<file path="config.mk">
export PLATFORM = sky130hd
export DESIGN_NAME = wse_engine
export DESIGN_NICKNAME = d
export VERILOG_FILES = /design/src/rtl/wse_pkg.sv /design/src/rtl/wse_we_filter.sv /design/src/rtl/wse_por_lock.sv /design/src/rtl/wse_op_timer.sv /design/src/rtl/wse_status_gen.sv /design/src/rtl/wse_engine.sv
export SDC_FILE = /design/constraint.sdc
export NUM_CORES = 1
export LEC_CHECK = 0
export BUFFER_PORTS_ARGS = -buffer_cell sky130_fd_sc_hd__buf_2
export CORE_MARGIN = 1
export CORE_UTILIZATION = 60
export DETAILED_ROUTE_END_ITERATION = 6
export PLACE_DENSITY = 0.85
export SYNTH_ARGS = -nofsm -noshare
export SYNTH_HDL_FRONTEND = slang
export SYNTH_SLANG_ARGS = --single-unit
</file>
<file path="constraint.sdc">
create_clock -name clk -period 5.2 [get_ports clk]
set_input_delay 0.26 -clock clk [delete_from_list [all_inputs] [get_ports clk]]
set_output_delay 0.26 -clock clk [all_outputs]
set_load 0.01 [all_outputs]
</file>
<file path="src/rtl/wse_pkg.sv">
package wse_pkg;

    typedef enum logic [1:0] {
        OP_PROG   = 2'b00,
        OP_SERASE = 2'b01,
        OP_CERASE = 2'b10,
        OP_RSVD   = 2'b11
    } wse_op_e;

endpackage

</file>
<file path="src/rtl/wse_we_filter.sv">
// Write strobe qualifier: counts consecutive low samples of we_n with oe_n
// high, and fires on the first high sample that follows a long enough run.
module wse_we_filter #(
    parameter int WE_MIN_CYC = 4,
    localparam int CW = $clog2(WE_MIN_CYC + 1)
) (
    input  logic clk,
    input  logic rst_n,
    input  logic we_n,
    input  logic oe_n,
    output logic wr_fire
);

    typedef struct packed {
        logic [CW-1:0] low_cnt;
    } st_t;

    st_t st_d, st_q;

    always_comb begin
        st_d    = st_q;
        wr_fire = 1'b0;
        if (!oe_n) begin
            // output enable low blocks the write and breaks the run
            st_d.low_cnt = '0;
        end else if (!we_n) begin
            if (st_q.low_cnt != CW'(WE_MIN_CYC))
                st_d.low_cnt = st_q.low_cnt + 1'b1;
        end else begin
            wr_fire      = (st_q.low_cnt >= CW'(WE_MIN_CYC));
            st_d.low_cnt = '0;
        end
    end

    always_ff @(posedge clk or negedge rst_n) begin
        if (!rst_n) st_q <= '0;
        else        st_q <= st_d;
    end

endmodule

</file>
<file path="src/rtl/wse_por_lock.sv">
// Write lockout after supply-good or reset: locked until POR_CYC cycles of pwr_ok.
module wse_por_lock #(
    parameter int POR_CYC = 1250000,
    localparam int CW = $clog2(POR_CYC + 1)
) (
    input  logic clk,
    input  logic rst_n,
    input  logic pwr_ok,
    output logic locked
);

    typedef struct packed {
        logic [CW-1:0] cnt;
    } st_t;

    st_t st_d, st_q;

    always_comb begin
        st_d = st_q;
        if (!pwr_ok)
            st_d.cnt = '0;
        else if (st_q.cnt != CW'(POR_CYC))
            st_d.cnt = st_q.cnt + 1'b1;
        locked = (st_q.cnt != CW'(POR_CYC));
    end

    always_ff @(posedge clk or negedge rst_n) begin
        if (!rst_n) st_q <= '0;
        else        st_q <= st_d;
    end

endmodule

</file>
<file path="src/rtl/wse_op_timer.sv">
// Launches an operation and holds busy for a duration chosen by its type.
module wse_op_timer
    import wse_pkg::*;
#(
    parameter int ADDR_W    = 18,
    parameter int DATA_W    = 8,
    parameter int PROG_CYC  = 25000,
    parameter int ERASE_CYC = 37500000,
    localparam int MAX_CYC  = (PROG_CYC > ERASE_CYC) ? PROG_CYC : ERASE_CYC,
    localparam int CW       = $clog2(MAX_CYC + 1)
) (
    input  logic              clk,
    input  logic              rst_n,
    input  logic              try_start,
    input  logic              locked,
    input  wse_op_e           op_in,
    input  logic [ADDR_W-1:0] addr_in,
    input  logic [DATA_W-1:0] data_in,
    output logic              launch,
    output logic              busy,
    output logic              done,
    output wse_op_e           busy_op,
    output logic [ADDR_W-1:0] busy_addr,
    output logic [DATA_W-1:0] busy_data
);

    typedef struct packed {
        logic              busy;
        logic              done;
        logic [CW-1:0]     cnt;
        wse_op_e           op;
        logic [ADDR_W-1:0] addr;
        logic [DATA_W-1:0] data;
    } st_t;

    st_t st_d, st_q;

    always_comb begin
        st_d      = st_q;
        st_d.done = 1'b0;
        launch    = 1'b0;
        if (st_q.busy) begin
            if (st_q.cnt == '0) begin
                st_d.busy = 1'b0;
                st_d.done = 1'b1;
            end else begin
                st_d.cnt = st_q.cnt - 1'b1;
            end
        end else if (try_start && !locked && op_in != OP_RSVD) begin
            launch    = 1'b1;
            st_d.busy = 1'b1;
            st_d.op   = op_in;
            st_d.addr = addr_in;
            st_d.data = data_in;
            st_d.cnt  = (op_in == OP_PROG) ? CW'(PROG_CYC - 1) : CW'(ERASE_CYC - 1);
        end
    end

    always_ff @(posedge clk or negedge rst_n) begin
        if (!rst_n) st_q <= '0;
        else        st_q <= st_d;
    end

    assign busy      = st_q.busy;
    assign done      = st_q.done;
    assign busy_op   = st_q.op;
    assign busy_addr = st_q.addr;
    assign busy_data = st_q.data;

endmodule

</file>
<file path="src/rtl/wse_status_gen.sv">
// Read path: array byte when idle, polling and toggle bits while busy.
module wse_status_gen
    import wse_pkg::*;
#(
    parameter int DATA_W = 8
) (
    input  logic              clk,
    input  logic              rst_n,
    input  logic              rd_stb,
    input  logic              busy,
    input  logic              launch,
    input  wse_op_e           busy_op,
    input  logic              data_msb,
    input  logic [DATA_W-1:0] arr_data,
    output logic [DATA_W-1:0] rd_data,
    output logic              rd_oe
);

    typedef struct packed {
        logic [DATA_W-1:0] rd_data;
        logic              rd_oe;
        logic              tog;
    } st_t;

    st_t  st_d, st_q;
    logic poll_bit;

    always_comb begin
        st_d       = st_q;
        poll_bit   = (busy_op == OP_PROG) ? ~data_msb : 1'b0;
        st_d.rd_oe = rd_stb;
        if (rd_stb) begin
            if (busy)
                st_d.rd_data = {poll_bit, st_q.tog, arr_data[DATA_W-3:0]};
            else
                st_d.rd_data = arr_data;
        end
        if (launch)
            st_d.tog = 1'b0;
        else if (rd_stb && busy)
            st_d.tog = ~st_q.tog;
    end

    always_ff @(posedge clk or negedge rst_n) begin
        if (!rst_n) st_q <= '0;
        else        st_q <= st_d;
    end

    assign rd_data = st_q.rd_data;
    assign rd_oe   = st_q.rd_oe;

endmodule

</file>
<file path="src/rtl/wse_engine.sv">
module wse_engine
    import wse_pkg::*;
#(
    parameter int ADDR_W     = 18,
    parameter int DATA_W     = 8,
    parameter int WE_MIN_CYC = 4,
    parameter int PROG_CYC   = 25000,
    parameter int ERASE_CYC  = 37500000,
    parameter int POR_CYC    = 1250000
) (
    input  logic              clk,
    input  logic              rst_n,
    input  logic              pwr_ok,
    input  logic              we_n,
    input  logic              oe_n,
    input  logic              start_req,
    input  logic [1:0]        start_op,
    input  logic [ADDR_W-1:0] start_addr,
    input  logic [DATA_W-1:0] start_data,
    input  logic              rd_stb,
    input  logic [DATA_W-1:0] arr_data,
    output logic [DATA_W-1:0] rd_data,
    output logic              rd_oe,
    output logic              busy,
    output logic              done,
    output logic [ADDR_W-1:0] busy_addr,
    output logic [DATA_W-1:0] busy_data
);

    logic    wr_fire_w;
    logic    locked_w;
    logic    launch_w;
    wse_op_e busy_op_w;

    wse_we_filter #(.WE_MIN_CYC(WE_MIN_CYC)) u_filter (
        .clk     (clk),
        .rst_n   (rst_n),
        .we_n    (we_n),
        .oe_n    (oe_n),
        .wr_fire (wr_fire_w)
    );

    wse_por_lock #(.POR_CYC(POR_CYC)) u_lock (
        .clk    (clk),
        .rst_n  (rst_n),
        .pwr_ok (pwr_ok),
        .locked (locked_w)
    );

    wse_op_timer #(
        .ADDR_W    (ADDR_W),
        .DATA_W    (DATA_W),
        .PROG_CYC  (PROG_CYC),
        .ERASE_CYC (ERASE_CYC)
    ) u_timer (
        .clk       (clk),
        .rst_n     (rst_n),
        .try_start (wr_fire_w & start_req),
        .locked    (locked_w),
        .op_in     (wse_op_e'(start_op)),
        .addr_in   (start_addr),
        .data_in   (start_data),
        .launch    (launch_w),
        .busy      (busy),
        .done      (done),
        .busy_op   (busy_op_w),
        .busy_addr (busy_addr),
        .busy_data (busy_data)
    );

    wse_status_gen #(.DATA_W(DATA_W)) u_status (
        .clk      (clk),
        .rst_n    (rst_n),
        .rd_stb   (rd_stb),
        .busy     (busy),
        .launch   (launch_w),
        .busy_op  (busy_op_w),
        .data_msb (busy_data[DATA_W-1]),
        .arr_data (arr_data),
        .rd_data  (rd_data),
        .rd_oe    (rd_oe)
    );

endmodule

</file>
==> results of run 1 <==
[layout make-up]
type	count	area, sq um
inverters	17	63.81
multi-input cells	281	1997
fillers	562	2330
clock inverters	7	73.82
flip-flops and latches	90	2252
clock buffers	9	123.9
repair buffers	80	405.4
well taps	99	123.9
[flip-flops by register name, summed over array words and instances (netlist names)]
signal and flops:
u_timer.busy_data 8, u_timer.busy 1, u_lock.st_q 21, u_timer.st_q 26
u_status.st_q 1, u_timer.done 1, u_timer.busy_op 2, u_timer.busy_addr 18
u_status.rd_data 8, u_status.rd_oe 1, u_filter.st_q 3
[per-layer routing]
layer  track usage [%]  vias up  wire length, microns  share of wire (%)
met1             30.64     1711                  3938                 41
met4             9.140        0                   140                1.5
met2             43.21      144                  4840                 51
li1                  -     1609                     -                  -
met3             4.653       16                   574                6.0
met5                 0        -                     0                  0
[stage by stage]
step,power [mW],hold WS [ns]
3_5_place_dp,0.7917,0.4939
6_report,1.242,0.08224
2_1_floorplan,0.7589,-0.03559
5_1_grt,1.292,0.1017
3_3_place_gp,0.7884,0.4580
4_1_cts,1.253,0.1076
[critical path: stages, from the launching register on]
cell     delay (ns)
dfrtp_1        0.44
nor4b_1        0.41
nand3_1        0.30
nor3_2         0.82
buf_4          0.47
mux2_2         0.38
[power groups by stage]
stage | clock [mW] | combinational (mW) | sequential [mW]
2_1_floorplan | 0 | 0.0312 | 0.728
3_3_place_gp | 0 | 0.0604 | 0.728
3_5_place_dp | 0 | 0.0626 | 0.729
4_1_cts | 0.475 | 0.0629 | 0.715
5_1_grt | 0.506 | 0.0693 | 0.717
6_report | 0.466 | 0.0612 | 0.715
[path summary, 6_finish.rpt]
kind / slack, ns / endpoint / from
worst max-delay path: 2.26 / u_timer.busy_addr[4] / u_lock.st_q[11]
worst min-delay path: 0.08 / u_timer.busy_addr[6] / rst_n
worst max register to register: 2.26 / u_timer.busy_addr[4] / u_lock.st_q[11]
worst min register to register: 0.50 / u_timer.st_q[44] / u_timer.st_q[44]
max in group asynchronous: 4.43 / u_timer.busy_data[4] / rst_n
min in group clk: 0.11 / u_timer.busy_addr[3] / start_addr[3]
[synth_stat cells, types with 13 or more instances]
master	instances	area, sq um
nor2_1	19	71.32
a21oi_1	15	75.07
nand3_1	14	70.07
o21ai_0	13	65.06
nand2_1	28	105.1
and2_1	16	100.1
nor3_1	13	65.06
buf_4	34	255.2
mux2_2	34	382.9
dfrtp_1	90	2252
inv_1	15	56.30
xnor2_1	13	113.9
[cell families after synthesis]
kind of cell	after synthesis	share of synthesized area (%)
xor gates and xnor gates	18	3.402
AOI/OAI and AO/OA	63	9.342
DFF	90	48.60
adders and majority gates	5	1.350
muxes	42	9.989
and+or+nand+nor	153	18.90
buffers and inverters	66	8.423
==> impl_metrics.json, run 1 <==
{
  "status": "finished clean",
  "worst-setup-path-type": "reg -> reg",
  "setup_ws_ns": 2.262,
  "final_util_pct": 68.39,
  "ant_nets": 0,
  "rsz0062_at_grt": "false",
  "setup_viol": 0,
  "drtIter0Drc": 237,
  "cts_resized": 0,
  "syn_inst": 437,
  "clk_pin_slew_ns": 0.09,
  "final_design_area_no_fill_sq_mm": 0.005040,
  "cts_tree": "done",
  "cts_sinks": 90,
  "seqPwrFrac_pct": 57.6,
  "grt_pass1_wl_microns": 16080,
  "ys_ff_latch": 90,
  "worst-r2r-cell-count": 5,
  "cts_buffers": 9,
  "antenna_cells": 0,
  "layout_commonest_cell": "dfrtp_1",
  "cts_hold_buf": 0,
  "clkLatencyLatePin_ns": 0.37,
  "post-cts-setup-buffers": 0,
  "yosys_most_used_dff": "dfrtp_1",
  "overflow": 0,
  "wirelength_microns": 9493,
  "placed_area_sq_mm": 0.004842,
  "htree_levels": 3,
  "crit_required_ns": 5.46,
  "cp_max_fo": 27,
  "switchingPower_mw": 0.3191,
  "wl_per_cell_microns": 16.28,
  "startpoint_type": "register",
  "ios": 80,
  "first_global_vias": 3494,
  "setup_tns_ns": 0,
  "comb_power_share_pct": 4.9,
  "layout_common_cells": "90 x dfrtp_1, 78 x buf_2, 34 x mux2_2, 28 x nand2_1, 19 x nor2_1",
  "hold_class": "in -> async",
  "period_needed_ns": 2.938,
  "initial_utilization_pct": 62.89,
  "synth_nets": 485,
  "first_pass_iters": 5,
  "yosys_warnings": 0,
  "slew_headroom_pct": 28.22,
  "antenna_found_initial": 0,
  "syn_area_sq_mm": 0.004634,
  "grt_max_degree": 91,
  "synth.distinct_cells": 65,
  "power.internal_mw": 0.9232,
  "async_flop_share_pct": 100.0,
  "cts-root-buf": "clkbuf_8",
  "cp-end-kind": "register",
  "cts_buffer_depth": 2,
  "cap_violations": 0,
  "vias": 3480,
  "core_sq_mm": 0.007370,
  "cp_data_arrival_time_ns": 3.20,
  "tightest_slew_ns": 1.077,
  "grt_util_all_layers_pct": 24.73,
  "drv_slew": 0,
  "power.leakage_nw": 2.393,
  "gp_congestion": 0.8440,
  "synth.avg_cell_area_sq_um": 10.61,
  "finClkSkew_ns": 0.009857,
  "hold_violations": 0,
  "synth-seq-area-share_pct": 48.60,
  "die_x_microns": 89.89,
  "synth_edf_count": 0,
  "rows": 31,
  "power.share.clock_pct": 37.5,
  "fin_cells": 583,
  "die_y_microns": 89.89,
  "power-per-cell-area_mw_per_mm2": 246.5,
  "finalCritPeriodShare_pct": 56.50,
  "final_nets": 527,
  "dieArea_sq_mm": 0.008079,
  "portBuffers": 79,
  "fmax_ghz": 0.3403,
  "pre_cts_ws_ns": 2.205,
  "drive_above_1_share_pct": 30.37,
  "drc": 0,
  "swShare_pct": 25.68,
  "place_inst": 567,
  "place_hpwl_microns": 6442,
  "area_growth_pct": 8.747,
  "via_per_inst": 5.969,
  "vdd_ir_drop_max_uv": 161.7
}
No activity file was read; power rests on OpenSTA's default activity.
==> run 2: changes to the inputs <==
- CORE_UTILIZATION: 60 -> 51
- PLACE_DENSITY: 0.85 -> 0.77
- clock period: 5.2 -> 2.5 ns (I/O delays scaled with it)
==> run 2 against run 1 <==
  * Worst setup slack lost 2.1 ns
  * Core utilization shrank 5.4 points
  * Clock skew grew 0.0049 ns
  * Cell count grew 9.6%
  * Register-to-register slack lost 2.1 ns
  * Largest power group unchanged
==> impl_metrics.json, run 2 (synthesized netlist as in run 1, its figures left out) <==
{
  "status": "finished clean",
  "cts_sinks": 90,
  "post-cts-setup-buffers": 0,
  "fmax_ghz": 0.4226,
  "cp_data_arrival_time_ns": 2.62,
  "worst-setup-path-type": "reg -> reg",
  "drive_above_1_share_pct": 29.76,
  "clk_pin_slew_ns": 0.10,
  "hold_end": "u_timer.busy_op[0]",
  "worst-r2r-cell-count": 5,
  "overflow": 0,
  "finalCritPeriodShare_pct": 94.66,
  "final_nets": 574,
  "antenna_found_initial": 0,
  "drv_slew": 0,
  "cp-end-kind": "register",
  "initial_utilization_pct": 52.88,
  "clkLatencyLatePin_ns": 0.36,
  "layout_commonest_cell": "dfrtp_1",
  "worstReg2RegEnd": "u_timer.st_q[34]",
  "vdd_ir_drop_max_uv": 291.2,
  "power.internal_mw": 2.045,
  "layout_common_cells": "90 x dfrtp_1, 78 x buf_2, 35 x dlygate4sd3_1, 34 x mux2_2, 28 x nand2_1",
  "wirelength_microns": 10320,
  "hold_class": "in -> reg",
  "power.share.clock_pct": 38.0,
  "first_global_vias": 3581,
  "area_growth_pct": 19.11,
  "cts_buffer_depth": 2,
  "drc": 0,
  "hp-start": "start_op[0]",
  "final_design_area_no_fill_sq_mm": 0.005520,
  "htree_levels": 3,
  "antenna_cells": 0,
  "r2r_slack_ns": 0.13,
  "switchingPower_mw": 0.6463,
  "placed_area_sq_mm": 0.004969,
  "via_per_inst": 5.645,
  "period_needed_ns": 2.367,
  "cts_tree": "done",
  "comb_power_share_pct": 6.8,
  "die_y_microns": 97.33,
  "first_pass_iters": 5,
  "finClkSkew_ns": 0.01473,
  "ant_nets": 0,
  "grt_pass1_wl_microns": 17410,
  "tightest_slew_ns": 0.5090,
  "setup_tns_ns": 0,
  "seqPwrFrac_pct": 55.3,
  "die_x_microns": 97.33,
  "largest_register_ffs": 26,
  "place_hpwl_microns": 6431,
  "slew_headroom_pct": 65.76,
  "crit_required_ns": 2.75,
  "cts_hold_buf": 35,
  "swShare_pct": 24.02,
  "cap_violations": 0,
  "grt_util_all_layers_pct": 22.85,
  "rsz0062_at_grt": "false",
  "gp_congestion": 0.9126,
  "vias": 3607,
  "cts_buffers": 9,
  "drtIter0Drc": 180,
  "core_sq_mm": 0.008763,
  "power-per-cell-area_mw_per_mm2": 487.5,
  "setup_viol": 0,
  "power.leakage_nw": 2.615,
  "r2r_start": "u_timer.st_q[46]",
  "top_register": "u_timer.st_q",
  "grt_max_degree": 52,
  "cts_resized": 0,
  "cp_max_fo": 5,
  "rows": 34,
  "worstHoldPathCells": 2,
  "ios": 80,
  "setup_ws_ns": 0.1335,
  "wl_per_cell_microns": 16.15,
  "pre_cts_ws_ns": 0.1644,
  "cts-root-buf": "clkbuf_8",
  "startpoint_type": "register",
  "hold_violations": 0,
  "portBuffers": 79,
  "dieArea_sq_mm": 0.009472
}
run 2: changes by cell type in the layout (fill, tap and decap cells not counted), moves of 2 or more:
cell,before,now
dlygate4sd3_1,0,35
buf_4,2,12
inv_8,3,0
buf_12,0,2
clkinv_4,1,3
clkinvlp_4,2,0
inv_6,0,2
run 2: worst max-delay path by stage:
stage / startpoint / to / slack [ns] / cells after the start
3_3_place_gp: u_timer.st_q[46] / u_timer.st_q[34] / 0.26 / 5
6_report: u_timer.st_q[46] / u_timer.st_q[34] / 0.13 / 5
2_1_floorplan: u_lock.st_q[0] / u_timer.busy_addr[16] / 0.34 / 8
5_1_grt: u_timer.st_q[46] / u_timer.st_q[34] / 0.009 / 5
3_5_place_dp: u_timer.st_q[46] / u_timer.st_q[34] / 0.16 / 5
4_1_cts: u_timer.st_q[46] / u_timer.st_q[34] / 0.16 / 5
run 2: routing by layer:
metal	global-route usage [%]	wire (microns)	part of all wire, %	up-vias
met5	0	0	0	-
met4	6.448	142	1.4	0
met3	5.540	576	5.6	15
met2	39.65	5228	51	124
met1	28.42	4375	42	1765
li1	-	-	-	1703
run 2: power by group through the flow:
stage                     Clock, mW  Sequential (mW)  Combinational [mW]
after floorplan                   0             1.51              0.0648
after global placement            0             1.51               0.132
after detailed placement          0             1.52               0.137
after CTS                      1.05             1.49               0.180
after global routing           1.09             1.49               0.202
final                          1.02             1.49               0.183
run 2: per-stage QoR:
step                      instances  power [mW]  hold slack [ns]  util (%)
after floorplan                 437       1.579          -0.1706         -
after global placement          588       1.646           0.1299     56.70
after detailed placement        588       1.652           0.1365     56.70
after CTS                       639       2.712          0.01265     62.99
after global routing            639       2.787          0.03124     62.99
final                           639       2.691          0.03328     62.99
run 2: area by class of cell:
cell class | instances | area, sq um
Timing Repair Buffer | 127 | 870.8
Fill cell | 634 | 3243
Clock inverter | 6 | 73.82
Multi-Input combinational cell | 281 | 1997
Inverter | 17 | 63.81
Sequential cell | 90 | 2252
Clock buffer | 10 | 127.6
Tap cell | 108 | 135.1
run 2: critical path, cell delays in order, from the launching register on:
cell,delay [ns]
dfrtp_1,0.40
or4_4,0.58
nor4_4,0.40
o2111ai_1,0.29
a41o_1,0.31
a221o_1,0.27
